--- config.mk ---
export PLATFORM = sky130hd
export DESIGN_NAME = vid_code_extract
export DESIGN_NICKNAME = d
export VERILOG_FILES = /design/src/rtl/vce_pkg.sv /design/src/rtl/vce_lead_detect.sv /design/src/rtl/vce_line_track.sv /design/src/rtl/vce_addr_ctr.sv /design/src/rtl/vid_code_extract.sv
export SDC_FILE = /design/constraint.sdc
export NUM_CORES = 1
export LEC_CHECK = 0
export BUFFER_PORTS_ARGS = -buffer_cell sky130_fd_sc_hd__buf_2
export CORE_MARGIN = 1.5
export CORE_UTILIZATION = 40
export CTS_BUF_LIST = sky130_fd_sc_hd__clkbuf_8
export DETAILED_ROUTE_END_ITERATION = 8
export GPL_TIMING_DRIVEN = 0
export SLEW_MARGIN = 20
export SYNTH_ARGS = -nofsm -noshare
export SYNTH_HDL_FRONTEND = slang
export SYNTH_SLANG_ARGS = --single-unit
export TNS_END_PERCENT = 100
--- constraint.sdc ---
create_clock -name clk -period 2.9 [get_ports clk]
set_clock_uncertainty 0.1 [all_clocks]
set_input_delay 0.58 -clock clk [delete_from_list [all_inputs] [get_ports clk]]
set_output_delay 0.58 -clock clk [all_outputs]
set_load 0.01 [all_outputs]
--- src/rtl/vce_pkg.sv ---
package vce_pkg;
  localparam int BYTE_W      = 8;
  localparam int STAT_FRAME  = 6;   // status bit: frame mark
  localparam int STAT_END    = 4;   // status bit: 1 = end code, 0 = start code
  localparam logic [BYTE_W-1:0] LEAD_BYTE = 8'hFF;
  localparam logic [BYTE_W-1:0] ZERO_BYTE = 8'h00;

  typedef enum logic [1:0] {
    SCAN    = 2'd0,
    SEEN_FF = 2'd1,
    SEEN_Z1 = 2'd2,
    SEEN_Z2 = 2'd3
  } lead_state_e;

  function automatic logic is_end_code(input logic [BYTE_W-1:0] status);
    return status[STAT_END];
  endfunction

  function automatic logic is_frame_mark(input logic [BYTE_W-1:0] status);
    return status[STAT_FRAME];
  endfunction
endpackage

--- src/rtl/vce_lead_detect.sv ---
module vce_lead_detect
  import vce_pkg::*;
(
  input  logic              clk,
  input  logic              rst_n,
  input  logic [BYTE_W-1:0] byte_i,
  input  logic              valid_i,
  output logic              code_hit_o,
  output logic              plain_o
);
  lead_state_e st_q, st_d;

  always_comb begin
    st_d       = st_q;
    code_hit_o = 1'b0;
    plain_o    = 1'b0;
    if (valid_i) begin
      if (st_q == SEEN_Z2) begin
        code_hit_o = 1'b1;
        st_d       = SCAN;
      end else if (byte_i == LEAD_BYTE) begin
        st_d = SEEN_FF;
      end else if (st_q == SEEN_FF && byte_i == ZERO_BYTE) begin
        st_d = SEEN_Z1;
      end else if (st_q == SEEN_Z1 && byte_i == ZERO_BYTE) begin
        st_d = SEEN_Z2;
      end else begin
        plain_o = 1'b1;
        st_d    = SCAN;
      end
    end
  end

  always_ff @(posedge clk or negedge rst_n) begin
    if (!rst_n) st_q <= SCAN;
    else        st_q <= st_d;
  end

  // A lead byte outside a status slot is never classed as plain
  p_lead_not_plain_r9: assert property (@(posedge clk) disable iff (!rst_n)
    (valid_i && byte_i == LEAD_BYTE && !code_hit_o) |-> !plain_o);

  p_hit_plain_excl_r2: assert property (@(posedge clk) disable iff (!rst_n)
    !(code_hit_o && plain_o));
endmodule

--- src/rtl/vce_line_track.sv ---
module vce_line_track
  import vce_pkg::*;
(
  input  logic              clk,
  input  logic              rst_n,
  input  logic [BYTE_W-1:0] byte_i,
  input  logic              valid_i,
  input  logic              code_hit_i,
  input  logic              plain_i,
  output logic              active_o,
  output logic              want_wr_o,
  output logic              sol_evt_o,
  output logic              sof_evt_o
);
  logic active_q;

  always_comb begin
    sol_evt_o = valid_i && code_hit_i && !is_end_code(byte_i);
    sof_evt_o = sol_evt_o && is_frame_mark(byte_i);
    want_wr_o = sol_evt_o || (valid_i && plain_i && active_q);
  end

  always_ff @(posedge clk or negedge rst_n) begin
    if (!rst_n)                    active_q <= 1'b0;
    else if (valid_i && code_hit_i) active_q <= !is_end_code(byte_i);
  end

  assign active_o = active_q;

  // Blanking bytes are never requested for writing
  p_blank_drop_r4: assert property (@(posedge clk) disable iff (!rst_n)
    (plain_i && !active_q) |-> !want_wr_o);

  // End codes leave the active region on the next cycle
  p_end_clears_r3: assert property (@(posedge clk) disable iff (!rst_n)
    (valid_i && code_hit_i && is_end_code(byte_i)) |=> !active_o);
endmodule

--- src/rtl/vce_addr_ctr.sv ---
module vce_addr_ctr #(
  parameter int DEPTH = 2048,
  localparam int AW   = $clog2(DEPTH)
) (
  input  logic          clk,
  input  logic          rst_n,
  input  logic          want_wr_i,
  input  logic          sof_evt_i,
  input  logic          clr_full_i,
  output logic          wr_go_o,
  output logic [AW-1:0] slot_o,
  output logic          full_o
);
  localparam logic [AW-1:0] LAST_SLOT = AW'(DEPTH - 1);

  function automatic logic [AW-1:0] step_slot(input logic [AW-1:0] a);
    return (a == LAST_SLOT) ? '0 : a + 1'b1;
  endfunction

  logic [AW-1:0] cnt_q;
  logic          full_q;

  assign slot_o  = sof_evt_i ? '0 : cnt_q;
  assign wr_go_o = want_wr_i && !full_q;
  assign full_o  = full_q;

  always_ff @(posedge clk or negedge rst_n) begin
    if (!rst_n) begin
      cnt_q  <= '0;
      full_q <= 1'b0;
    end else begin
      if (wr_go_o)        cnt_q <= step_slot(slot_o);
      else if (sof_evt_i) cnt_q <= '0;
      if (wr_go_o && slot_o == LAST_SLOT) full_q <= 1'b1;
      else if (clr_full_i)                full_q <= 1'b0;
    end
  end

  // Frame start stores its code at slot zero
  p_sof_base_r7: assert property (@(posedge clk) disable iff (!rst_n)
    (wr_go_o && sof_evt_i) |-> slot_o == '0);

  // Full blocks every write
  p_full_blocks_r8: assert property (@(posedge clk) disable iff (!rst_n)
    full_o |-> !wr_go_o);
endmodule

--- src/rtl/vid_code_extract.sv ---
module vid_code_extract
  import vce_pkg::*;
#(
  parameter int DEPTH = 2048,
  localparam int AW   = $clog2(DEPTH)
) (
  input  logic          clk,
  input  logic          rst_n,
  input  logic [7:0]    vid_byte_i,
  input  logic          vid_valid_i,
  input  logic          full_clr_i,
  output logic [AW-1:0] sram_addr_o,
  output logic [7:0]    sram_data_o,
  output logic          sram_we_o,
  output logic          frame_start_o,
  output logic          line_start_o,
  output logic          active_o,
  output logic          buf_full_o
);
  logic          code_hit, plain;
  logic          want_wr, sol_evt, sof_evt;
  logic          wr_go;
  logic [AW-1:0] slot;

  vce_lead_detect u_det (
    .clk(clk), .rst_n(rst_n), .byte_i(vid_byte_i), .valid_i(vid_valid_i),
    .code_hit_o(code_hit), .plain_o(plain)
  );

  vce_line_track u_trk (
    .clk(clk), .rst_n(rst_n), .byte_i(vid_byte_i), .valid_i(vid_valid_i),
    .code_hit_i(code_hit), .plain_i(plain), .active_o(active_o),
    .want_wr_o(want_wr), .sol_evt_o(sol_evt), .sof_evt_o(sof_evt)
  );

  vce_addr_ctr #(.DEPTH(DEPTH)) u_ctr (
    .clk(clk), .rst_n(rst_n), .want_wr_i(want_wr), .sof_evt_i(sof_evt),
    .clr_full_i(full_clr_i), .wr_go_o(wr_go), .slot_o(slot),
    .full_o(buf_full_o)
  );

  always_ff @(posedge clk or negedge rst_n) begin
    if (!rst_n) begin
      sram_we_o     <= 1'b0;
      sram_addr_o   <= '0;
      sram_data_o   <= '0;
      frame_start_o <= 1'b0;
      line_start_o  <= 1'b0;
    end else begin
      sram_we_o     <= wr_go;
      frame_start_o <= sof_evt;
      line_start_o  <= sol_evt;
      if (wr_go) begin
        sram_addr_o <= slot;
        sram_data_o <= vid_byte_i;
      end
    end
  end

  // Checker-side record of the last written address
  logic          seen_wr_q;
  logic [AW-1:0] last_addr_q;
  always_ff @(posedge clk or negedge rst_n) begin
    if (!rst_n) begin
      seen_wr_q   <= 1'b0;
      last_addr_q <= '0;
    end else if (sram_we_o) begin
      seen_wr_q   <= 1'b1;
      last_addr_q <= sram_addr_o;
    end
  end

  p_addr_step_r6: assert property (@(posedge clk) disable iff (!rst_n)
    (sram_we_o && !frame_start_o && seen_wr_q) |->
      sram_addr_o == ((last_addr_q == AW'(DEPTH - 1)) ? '0 : last_addr_q + 1'b1));

  p_full_no_write_r8: assert property (@(posedge clk) disable iff (!rst_n)
    buf_full_o |=> !sram_we_o);

  p_no_lead_written_r5: assert property (@(posedge clk) disable iff (!rst_n)
    !(sram_we_o && sram_data_o == LEAD_BYTE));

  p_sof_with_sol_r2: assert property (@(posedge clk) disable iff (!rst_n)
    frame_start_o |-> line_start_o);

  p_sol_active_r3: assert property (@(posedge clk) disable iff (!rst_n)
    line_start_o |-> active_o);
endmodule

==> summary.txt, run 1 <==
Global route
  • Vias in the first global route: 1301
  • First-pass GRT wire length: 5.96 mm
  • Grt total ovfl: 0
  • Met1 usage: 24.3%
  • GRT Util Overall: 18.4%
  • Largest net degree at the start of global routing: 38
  • Gr busiest metal: met2
  • Initial antenna violation count: 0
  • Met3 usage: 6.08%
  • Grt met2 use: 27.9%

Hold path
  • Hold Crit Class: primary input to asynchronous set/reset pin

Pwr
  • PwrDens: 472 mW/mm^2
  • P_leak: 1.02 nW
  • Peak VDD IR: 0.000221 V

Timing
  • Max-Slew Margin vs Limit: 45.4%
  • WHS: 0.280 ns
  • # setup viols final: 0
  • Minimum clock period: 2.61 ns
  • Max Freq: 383 MHz
  • Final period util: 90.0%
  • Worst Max-Slew Pin Slew: 0.819 ns
  • Final hold vios: 0
  • RSZ-0062 raised after global routing: false
  • Fin. max-slew vios: 0

Clock network
  • H-tree Lvls: 2
  • CTS root buffer: clkbuf_8
  • Num Clock Sinks: 37
  • CTS buffer count: 5
  • TritonCTS clock tree: done
  • Longest Clk Path Bufs: 2
  • Worst-path clk slew: 0.08 ns
  • Clk_lat worst skew: 0.29 ns

Layout
  • Layout cell share with drive strength beyond 1: 27.5%
  • Syn-to-layout area delta: 23.3%
  • Antenna cells: 0
  • Final instance area: 0.00199 mm^2
  • Nets: 230
  • Fillers: 374

Synthesis
  • Seq/Total Area, Yosys: 57.4%
  • Cell accounting for the most synthesized area: dfrtp_1
  • Seq cells post-synth: 37
  • Syn Area/Cell: 9.38 um^2
  • Top-count cell post-synth: nand2_1
  • Top_reg_cell synth: dfrtp_1
  • EDFF count, synth: 0
  • Share of the synthesized area in the top cell type: 57.4%
  • Synth Instances: 172
  • Mapped Nets: 185
  • Synth Cell Area: 0.00161 mm^2
  • Synth top cells by count: 57 x nand2_1, 37 x dfrtp_1, 14 x o21ai_0
  • Synth Warn #: 0
  • Ys async rst share: 100%
  • Synth area leaders: dfrtp_1 57%, nand2_1 13%, o21ai_0 4.3%
  • Synth cell types: 33

Die
  • Die height: 66.5 um
  • I/O pin cnt: 36
  • Die W: 66.5 um
  • FP Rows: 22
  • Initial Util: 42.8%
  • DIE AREA: 0.00442 mm^2
  • Core area: 0.00377 mm^2

Route
  • WL final: 3.62 mm
  • Vias/cell: 5.18
  • DR iter-0 viols: 97
  • Detailed-route wire length per cell: 13.6 um
  • Residual DRC: 0
  • Initial DRT Pass Iterations: 4
  • DR vias: 1377
  • Antenna viol nets, final: 0

Placement
  • Post-DP Area: 0.00185 mm^2
  • PortBufs: 35
  • GP Congestion: 0.904
  • DP HPWL: 2.67 mm

Critical path
  • Worst endpoint required time: 2.98 ns
  • Critical path startpoint category: flop
  • Arr. time, crit path: 2.69 ns
  • Crit-path max FO: 10
  • CP Class: flop to flop
  • Worst setup EP type: flop

Flow run
  • Maxcap violations: 0

Outcome
  • Status: finished clean
## cell type report
cell class / count / area [um^2] / area share [%]
clock inverter: 1 / 5.00 / 0.252
multi-input combinational: 122 / 636 / 32.0
clock buffer: 7 / 96.3 / 4.85
timing repair buffer: 38 / 198 / 9.94
inverter: 7 / 26.3 / 1.32
tap: 48 / 60.1 / 3.02
buffer: 6 / 41.3 / 2.08
sequential: 37 / 926 / 46.6
## placed cells by master (no fill, tap or decap), types with 3 or more instances in the layout
cell,Yosys,final
nand3_1,5,4
a21oi_1,9,9
buf_2,3,38
nand4_1,7,7
buf_4,1,4
nand2_1,57,56
or3_1,3,3
inv_1,6,6
o21ai_0,14,14
o22ai_1,3,3
dfrtp_1,37,37
clkbuf_8,0,7
or4_1,4,4
## state kept, by name, indices dropped and copies added (netlist names)
| name | flops |
|---|---|
| u_trk.active_o | 1 |
| line_start_o | 1 |
| u_ctr.full_o | 1 |
| sram_we_o | 1 |
| sram_data_o | 8 |
| u_det.st_q | 2 |
| sram_addr_o | 11 |
| frame_start_o | 1 |
| u_ctr.cnt_q | 11 |
## cells by family after synthesis
kind of cell / count (synthesis) / synth area share, %
simple gates: 85 / 24.2
flops: 37 / 57.4
compound gates: 32 / 11.2
buf+inv: 13 / 3.96
xor+xnor: 2 / 1.09
mux: 2 / 1.32
fa+ha+maj: 1 / 0.776
## worst paths after layout
| check | from | endpoint | slack, ns | cells past startpoint |
|---|---|---|---|---|
| setup / recovery | u_det.st_q[0]$_DFFE_PN0P_ | u_ctr.cnt_q[5]$_DFF_PN0_ | 0.29 | 14 |
| hold / removal | rst_n | sram_addr_o[9]$_DFFE_PN0N_ | 0.28 | 1 |
| setup reg to reg | u_det.st_q[0]$_DFFE_PN0P_ | u_ctr.cnt_q[5]$_DFF_PN0_ | 0.29 | 14 |
| hold reg to reg | sram_data_o[1]$_DFFE_PN0N_ | sram_data_o[1]$_DFFE_PN0N_ | 0.36 | 2 |
| max in group asynchronous | rst_n | u_trk.active_o$_DFFE_PN0N_ | 1.91 | 1 |
| min in group clk | sram_data_o[1]$_DFFE_PN0N_ | sram_data_o[1]$_DFFE_PN0N_ | 0.36 | 2 |
## power by group
group	switching, mW	leakage [nW]	internal (mW)
Sequential	0.0000756	0.517	0.516
Clock	0.185	0.0542	0.215
Combinational	0.0162	0.450	0.00686
Total	0.201	1.02	0.737
## per-layer routing
| layer | routed length [um] | vias up |
|---|---|---|
| li1 | - | 684 |
| met1 | 1660 | 650 |
| met2 | 1730 | 37 |
| met3 | 185 | 6 |
| met4 | 51 | 0 |
| met5 | 0 | - |
## stage by stage
step	instances	setup WS, ns	power (mW)	TNS, ns	utilization (%)
detailed placement	255	-0.571	0.550	-3.91	49.0
global route	266	0.0131	0.974	0	52.7
global placement	255	-0.510	0.549	-3.53	49.0
CTS	266	0.0451	0.945	0	52.3
finish	266	0.291	0.939	0	52.7
floorplan	172	0.217	0.528	0	-
## critical path, cell delays in order, from the launching register on
cell	delay, ns
dfrtp_1	0.42
nand3_1	0.11
or2_1	0.15
inv_1	0.07
nand2_2	0.14
clkbuf_4	0.23
nand2_1	0.11
inv_1	0.07
ha_1	0.18
nand3_2	0.15
nor3_2	0.17
nand4_1	0.14
buf_4	0.19
a21oi_1	0.16
o22ai_1	0.11
## what timing repair did
action | CTS | global route
setup buffers | 3 | 0
resized for setup | 1 | 5
pin swaps | 1 | 0
endpoints found under the setup margin | 7 | 7
gates cloned | 0 | 0
hold buffers | 0 | 0
No activity file was read; power rests on OpenSTA's default activity.
==> inputs of run 2 (changes only) <==
clock period = 2.68 ns   (was 2.9 ns; I/O delays follow)
==> summary.txt, run 2 (synthesized netlist as in run 1, its figures left out) <==
Outcome
  • Status: finished clean (unchanged)

Placement
  • Dpl cells: 255 (unchanged)
  • Post-DP Area: 0.00185 mm^2 (unchanged)
  • DP HPWL: 2.67 mm (unchanged)
  • GP Congestion: 0.904 (unchanged)
  • PortBufs: 35 (unchanged)
  • Post-place setup slack: -0.747 ns (was -0.571 ns)

Layout
  • Regs by FF count: sram_addr_o: 11 flops, u_ctr.cnt_q: 11 flops, sram_data_o: 8 flops (unchanged)
  • Antenna cells: 0 (unchanged)
  • Layout cell share with drive strength beyond 1: 29.1% (was 27.5%)
  • Most frequent cells in the layout: 56 x nand2_1, 38 x buf_2, 37 x dfrtp_1 (unchanged)
  • Final instance area: 0.00204 mm^2 (was 0.00199 mm^2)
  • Register Area: 926 um^2 (unchanged)
  • Syn-to-layout area delta: 26.3% (was 23.3%)
  • Commonest non-fill, non-tap cell in the layout: nand2_1 (unchanged)
  • Fillers: 362 (was 374)
  • Post-Layout Cell Count: 268 (was 266)
  • Nets: 232 (was 230)
  • Area of the multi-input gates: 666 um^2 (was 636 um^2)

Timing
  • Max-Slew Margin vs Limit: 45.9% (was 45.4%)
  • Minimum clock period: 2.49 ns (was 2.61 ns)
  • # setup viols final: 0 (unchanged)
  • Max Freq: 402 MHz (was 383 MHz)
  • Final hold vios: 0 (unchanged)
  • Worst Max-Slew Pin Slew: 0.812 ns (was 0.819 ns)
  • RSZ-0062 raised after global routing: false (unchanged)
  • Final setup margin: 0.195 ns (was 0.291 ns)
  • Fin. max-slew vios: 0 (unchanged)
  • Final period util: 92.7% (was 90.0%)

Clock network
  • Clk_lat worst skew: 0.29 ns (about the same)
  • Longest Clk Path Bufs: 2 (unchanged)
  • CTS root buffer: clkbuf_8 (unchanged)
  • H-tree Lvls: 2 (unchanged)
  • TritonCTS clock tree: done (unchanged)
  • Worst-path clk slew: 0.07 ns (was 0.08 ns)
  • Cts hold-fix bufs: 0 (unchanged)
  • CTS buffer count: 5 (unchanged)
  • Num Clock Sinks: 37 (unchanged)

Route
  • DR vias: 1391 (was 1377)
  • DR iter-0 viols: 93 (was 97)
  • Initial DRT Pass Iterations: 4 (unchanged)
  • WL final: 3.66 mm (was 3.62 mm)
  • Residual DRC: 0 (unchanged)
  • Antenna viol nets, final: 0 (unchanged)
  • Vias/cell: 5.19 (was 5.18)
  • Detailed-route wire length per cell: 13.7 um (was 13.6 um)

Pwr
  • Combinational Power Share: 2.5% (about the same)
  • Clock power frac: 42.6% (about the same)
  • Overall power: 1.02 mW (was 939 uW)
  • NetSw: 218 uW (was 201 uW)
  • PwrDens: 499 mW/mm^2 (was 472 mW/mm^2)
  • Sequential Power Share: 54.9% (about the same)
  • Net Sw Frac: 21.4% (about the same)
  • P_leak: 1.06 nW (was 1.02 nW)
  • Internal power: 798 uW (was 737 uW)
  • Peak VDD IR: 0.000223 V (was 0.000221 V)

Critical path
  • Worst path most repeated cell: inv_1 (unchanged)
  • CP Class: flop to flop (unchanged)
  • Crit-path cells: nand3_1, or2_1, inv_1, nand2_4, buf_6, nand2_1, inv_1, ha_1, nand3_4, nor3_4, nand4_1, buf_4, a21oi_1, o22ai_1 (was nand3_1, or2_1, inv_1, nand2_2, clkbuf_4, nand2_1, inv_1, ha_1, nand3_2, nor3_2, nand4_1, buf_4, a21oi_1, o22ai_1)
  • CP peak stage delay: 0.41 ns (was 0.42 ns)
  • Critical path startpoint category: flop (unchanged)
  • Worst endpoint required time: 2.76 ns (was 2.98 ns)
  • Worst setup EP type: flop (unchanged)
  • Arr. time, crit path: 2.56 ns (was 2.69 ns)
  • CP max-delay cell: dfrtp_1 (unchanged)
  • Crit-path max FO: 10 (unchanged)

Die
  • DIE AREA: 0.00442 mm^2 (unchanged)
  • I/O pin cnt: 36 (unchanged)
  • FP Rows: 22 (unchanged)
  • Core area: 0.00377 mm^2 (unchanged)
  • Die height: 66.5 um (unchanged)
  • Die W: 66.5 um (unchanged)
  • Initial Util: 42.8% (unchanged)

Global route
  • Grt total ovfl: 0 (unchanged)
  • Largest net degree at the start of global routing: 38 (unchanged)
  • First-pass GRT wire length: 5.99 mm (was 5.96 mm)
  • GRT Util Overall: 18.5% (was 18.4%)
  • Initial antenna violation count: 0 (unchanged)
  • Vias in the first global route: 1312 (was 1301)

Flow run
  • Maxcap violations: 0 (unchanged)

Hold path
  • Hold Crit Class: primary input to asynchronous set/reset pin (unchanged)
-- run 2: layout make-up --
cell class | count | area share (%)
Clock inverter | 1 | 0.246
Tap cell | 48 | 2.95
Sequential cell | 37 | 45.5
Clock buffer | 7 | 4.73
Multi-Input combinational cell | 122 | 32.7
Inverter | 7 | 1.29
Buffer | 6 | 2.21
Timing Repair Buffer | 40 | 10.4
-- run 2: worst max-delay path: cells and delay by family, from the launching register on --
family	cells	cell delay (ns)
fa+ha+maj	1	0.22
compound gates	2	0.27
flops	1	0.41
buf+inv	4	0.50
simple gates	7	0.88
-- run 2: worst paths after layout --
path                                       startpoint                         end  slack [ns]  depth (start not counted)
max                         u_det.st_q[1]$_DFFE_PN0P_    u_ctr.cnt_q[5]$_DFF_PN0_        0.19                         14
min                                             rst_n  sram_addr_o[2]$_DFFE_PN0N_        0.23                          1
max reg2reg                 u_det.st_q[1]$_DFFE_PN0P_    u_ctr.cnt_q[5]$_DFF_PN0_        0.19                         14
min reg2reg                sram_data_o[1]$_DFFE_PN0N_  sram_data_o[1]$_DFFE_PN0N_        0.36                          2
max in group asynchronous                       rst_n  u_trk.active_o$_DFFE_PN0N_        1.74                          1
min in group clk                           full_clr_i    u_ctr.full_o$_DFFE_PN0P_        0.33                          2
-- run 2: metrics by stage --
| step | setup TNS, ns | util [%] | hold WS, ns |
|---|---|---|---|
| 2_1_floorplan | 0 | - | 0.140 |
| 3_3_place_gp | -5.46 | 49.0 | 0.345 |
| 3_5_place_dp | -5.85 | 49.0 | 0.351 |
| 4_1_cts | 0 | 52.6 | 0.261 |
| 5_1_grt | 0 | 54.0 | 0.290 |
| 6_report | 0 | 54.0 | 0.234 |
-- run 2: metal layers --
layer / track usage (%) / wire length (um) / vias up
met2: 28.4 / 1750 / 39
met5: 0 / 0 / -
met1: 24.1 / 1650 / 655
met3: 6.08 / 203 / 8
li1: - / - / 689
met4: 7.40 / 55 / 0
-- run 2: power by group through the flow --
stage	logic (mW)	clock network (mW)	registers, mW
2_1_floorplan	0.00237	0	0.569
6_report	0.0254	0.432	0.558
4_1_cts	0.0261	0.438	0.558
3_5_place_dp	0.0257	0	0.569
5_1_grt	0.0293	0.467	0.558
3_3_place_gp	0.0251	0	0.569
-- run 2: timing repair --
action                                  in CTS  in global routing
pin swaps                                    1                  0
endpoints found under the setup margin      10                  9
resized for setup                            4                  8
setup buffers                                3                  2
gates cloned                                 0                  0
==> inputs of run 3 (changes only) <==
CORE_UTILIZATION = 55   (was 40)
PLACE_DENSITY = 0.81   (was not set)
==> summary.txt, run 3 (synthesized netlist as in run 1, its figures left out) <==
Route
  • Antenna viol nets, final: 0 (unchanged)
  • DR vias: 1434 (was 1391)
  • DR iter-0 viols: 73 (was 93)
  • WL final: 3.71 mm (was 3.66 mm)
  • Vias/cell: 5.69 (was 5.19)
  • Detailed-route wire length per cell: 14.7 um (was 13.7 um)
  • Initial DRT Pass Iterations: 4 (unchanged)
  • Residual DRC: 0 (unchanged)

Placement
  • Dpl cells: 238 (was 255)
  • GP Congestion: 0.856 (was 0.904)
  • PortBufs: 35 (unchanged)
  • DP HPWL: 2.50 mm (was 2.67 mm)
  • Post-place setup slack: -0.690 ns (was -0.747 ns)

Layout
  • Antenna cells: 0 (unchanged)
  • Most frequent cells in the layout: 56 x nand2_1, 38 x buf_2, 37 x dfrtp_1 (unchanged)
  • Post-Layout Cell Count: 252 (was 268)
  • Syn-to-layout area delta: 25.8% (was 26.3%)
  • Regs by FF count: sram_addr_o: 11 flops, u_ctr.cnt_q: 11 flops, sram_data_o: 8 flops (unchanged)
  • Layout cell share with drive strength beyond 1: 28.5% (was 29.1%)
  • Nets: 233 (was 232)
  • Commonest non-fill, non-tap cell in the layout: nand2_1 (unchanged)

Die
  • FP Rows: 19 (was 22)
  • Core area: 0.00276 mm^2 (was 0.00377 mm^2)
  • Initial Util: 58.5% (was 42.8%)
  • DIE AREA: 0.00327 mm^2 (was 0.00442 mm^2)
  • Die W: 57.2 um (was 66.5 um)
  • Die height: 57.2 um (was 66.5 um)
  • I/O pin cnt: 36 (unchanged)

Global route
  • GRT Util Overall: 24.7% (was 18.5%)
  • Grt total ovfl: 0 (unchanged)
  • First-pass GRT wire length: 6.07 mm (was 5.99 mm)
  • Largest net degree at the start of global routing: 38 (unchanged)
  • Vias in the first global route: 1356 (was 1312)
  • Initial antenna violation count: 0 (unchanged)

Clock network
  • TritonCTS clock tree: done (unchanged)
  • Cts hold-fix bufs: 0 (unchanged)
  • H-tree Lvls: 2 (unchanged)
  • Worst-path clk slew: 0.07 ns (about the same)
  • CTS root buffer: clkbuf_8 (unchanged)
  • CTS buffer count: 5 (unchanged)
  • Num Clock Sinks: 37 (unchanged)
  • Longest Clk Path Bufs: 2 (unchanged)
  • Clk_lat worst skew: 0.29 ns (about the same)

Pwr
  • P_leak: 1.07 nW (was 1.06 nW)
  • PwrDens: 530 mW/mm^2 (was 499 mW/mm^2)
  • Peak VDD IR: 0.000618 V (was 0.000223 V)

Timing
  • Max-Slew Margin vs Limit: 46.8% (was 45.9%)
  • Final period util: 98.8% (was 92.7%)
  • Max Freq: 378 MHz (was 402 MHz)
  • Fin. max-slew vios: 0 (unchanged)
  • WHS: 0.223 ns (was 0.234 ns)
  • Minimum clock period: 2.65 ns (was 2.49 ns)
  • # setup viols final: 0 (unchanged)
  • Worst Max-Slew Pin Slew: 0.798 ns (was 0.812 ns)
  • Setup TNS: 0 ns (unchanged)
  • Final setup margin: 0.0310 ns (was 0.195 ns)
  • Final hold vios: 0 (unchanged)

Hold path
  • Hold Crit Class: primary input to asynchronous set/reset pin (unchanged)

Outcome
  • Status: finished clean (unchanged)

Critical path
  • Worst endpoint required time: 2.75 ns (was 2.76 ns)
  • Arr. time, crit path: 2.72 ns (was 2.56 ns)
  • R2R setup slack: 0.03 ns (was 0.19 ns)
  • Worst setup EP type: flop (unchanged)
  • Critical path startpoint category: flop (unchanged)
  • CP Class: flop to flop (unchanged)
  • Crit-path max FO: 10 (unchanged)

Flow run
  • Maxcap violations: 0 (unchanged)
==> run 3: cell count changes in the layout (fill, tap and decap cells not counted), sizes merged <==
cell	previous run	this run
buf	46	47
bufinv	0	1
inv	7	8
clkinv	1	0
clkbuf	7	6
==> run 3: power breakdown <==
part / total, mW / internal [mW] / switching (mW)
Sequential: 0.558 / 0.558 / 0.0000737
Clock: 0.491 / 0.299 / 0.191
Combinational: 0.0260 / 0.00764 / 0.0184
==> run 3: final cells by class <==
cell class                 instances  area [um^2]
tap                               31         38.8
timing repair buffer              41          220
inverter                           7         26.3
sequential                        37          926
clock inverter                     2         33.8
clock buffer                       6         82.6
multi-input combinational        122          657
fill                             199          728
buffer                             6         45.0
==> run 3: layer usage <==
layer / GRT usage [%] / part of all wire (%) / routed length (um) / up-vias
met1: 30.6 / 41 / 1520 / 682
met5: 0 / 0 / 0 / -
met4: 12.3 / 2.2 / 82 / 0
li1: - / - / - / 684
met3: 7.26 / 6.4 / 238 / 11
met2: 39.7 / 50 / 1870 / 57
==> run 3: stage by stage <==
| stage | area (um^2) | utilization [%] | power, mW |
|---|---|---|---|
| floorplan | 1610 | - | 0.572 |
| global placement | 1830 | 66.2 | 0.593 |
| detailed placement | 1830 | 66.2 | 0.594 |
| CTS | 1970 | 71.4 | 1.08 |
| global route | 2030 | 73.6 | 1.10 |
| finish | 2030 | 73.6 | 1.07 |
==> run 3: critical path, stage by stage, from the launching register on <==
cell,delay [ns]
dfrtp_1,0.41
nand3_1,0.13
or2_1,0.18
inv_1,0.10
nand2_4,0.12
buf_6,0.14
nand2_1,0.11
inv_1,0.09
ha_2,0.20
nand3_4,0.12
nor3_4,0.23
nand4_1,0.15
buf_4,0.19
a21oi_1,0.15
o22ai_1,0.10
==> run 3: path summary, 6_finish.rpt <==
path,from,endpoint,cells past startpoint
min in group clk,full_clr_i,u_ctr.full_o$_DFFE_PN0P_,2
min reg2reg,sram_data_o[3]$_DFFE_PN0N_,sram_data_o[3]$_DFFE_PN0N_,2
max reg2reg,u_det.st_q[0]$_DFFE_PN0P_,u_ctr.cnt_q[3]$_DFF_PN0_,14
min,rst_n,sram_data_o[3]$_DFFE_PN0N_,1
max in group asynchronous,rst_n,u_ctr.cnt_q[6]$_DFF_PN0_,1
max,u_det.st_q[0]$_DFFE_PN0P_,u_ctr.cnt_q[3]$_DFF_PN0_,14
==> run 3: repair_timing <==
item	4_1_cts	5_1_grt
resized for setup	4	7
setup endpoints to repair	10	9
setup buffers	2	4
pin swaps	1	3
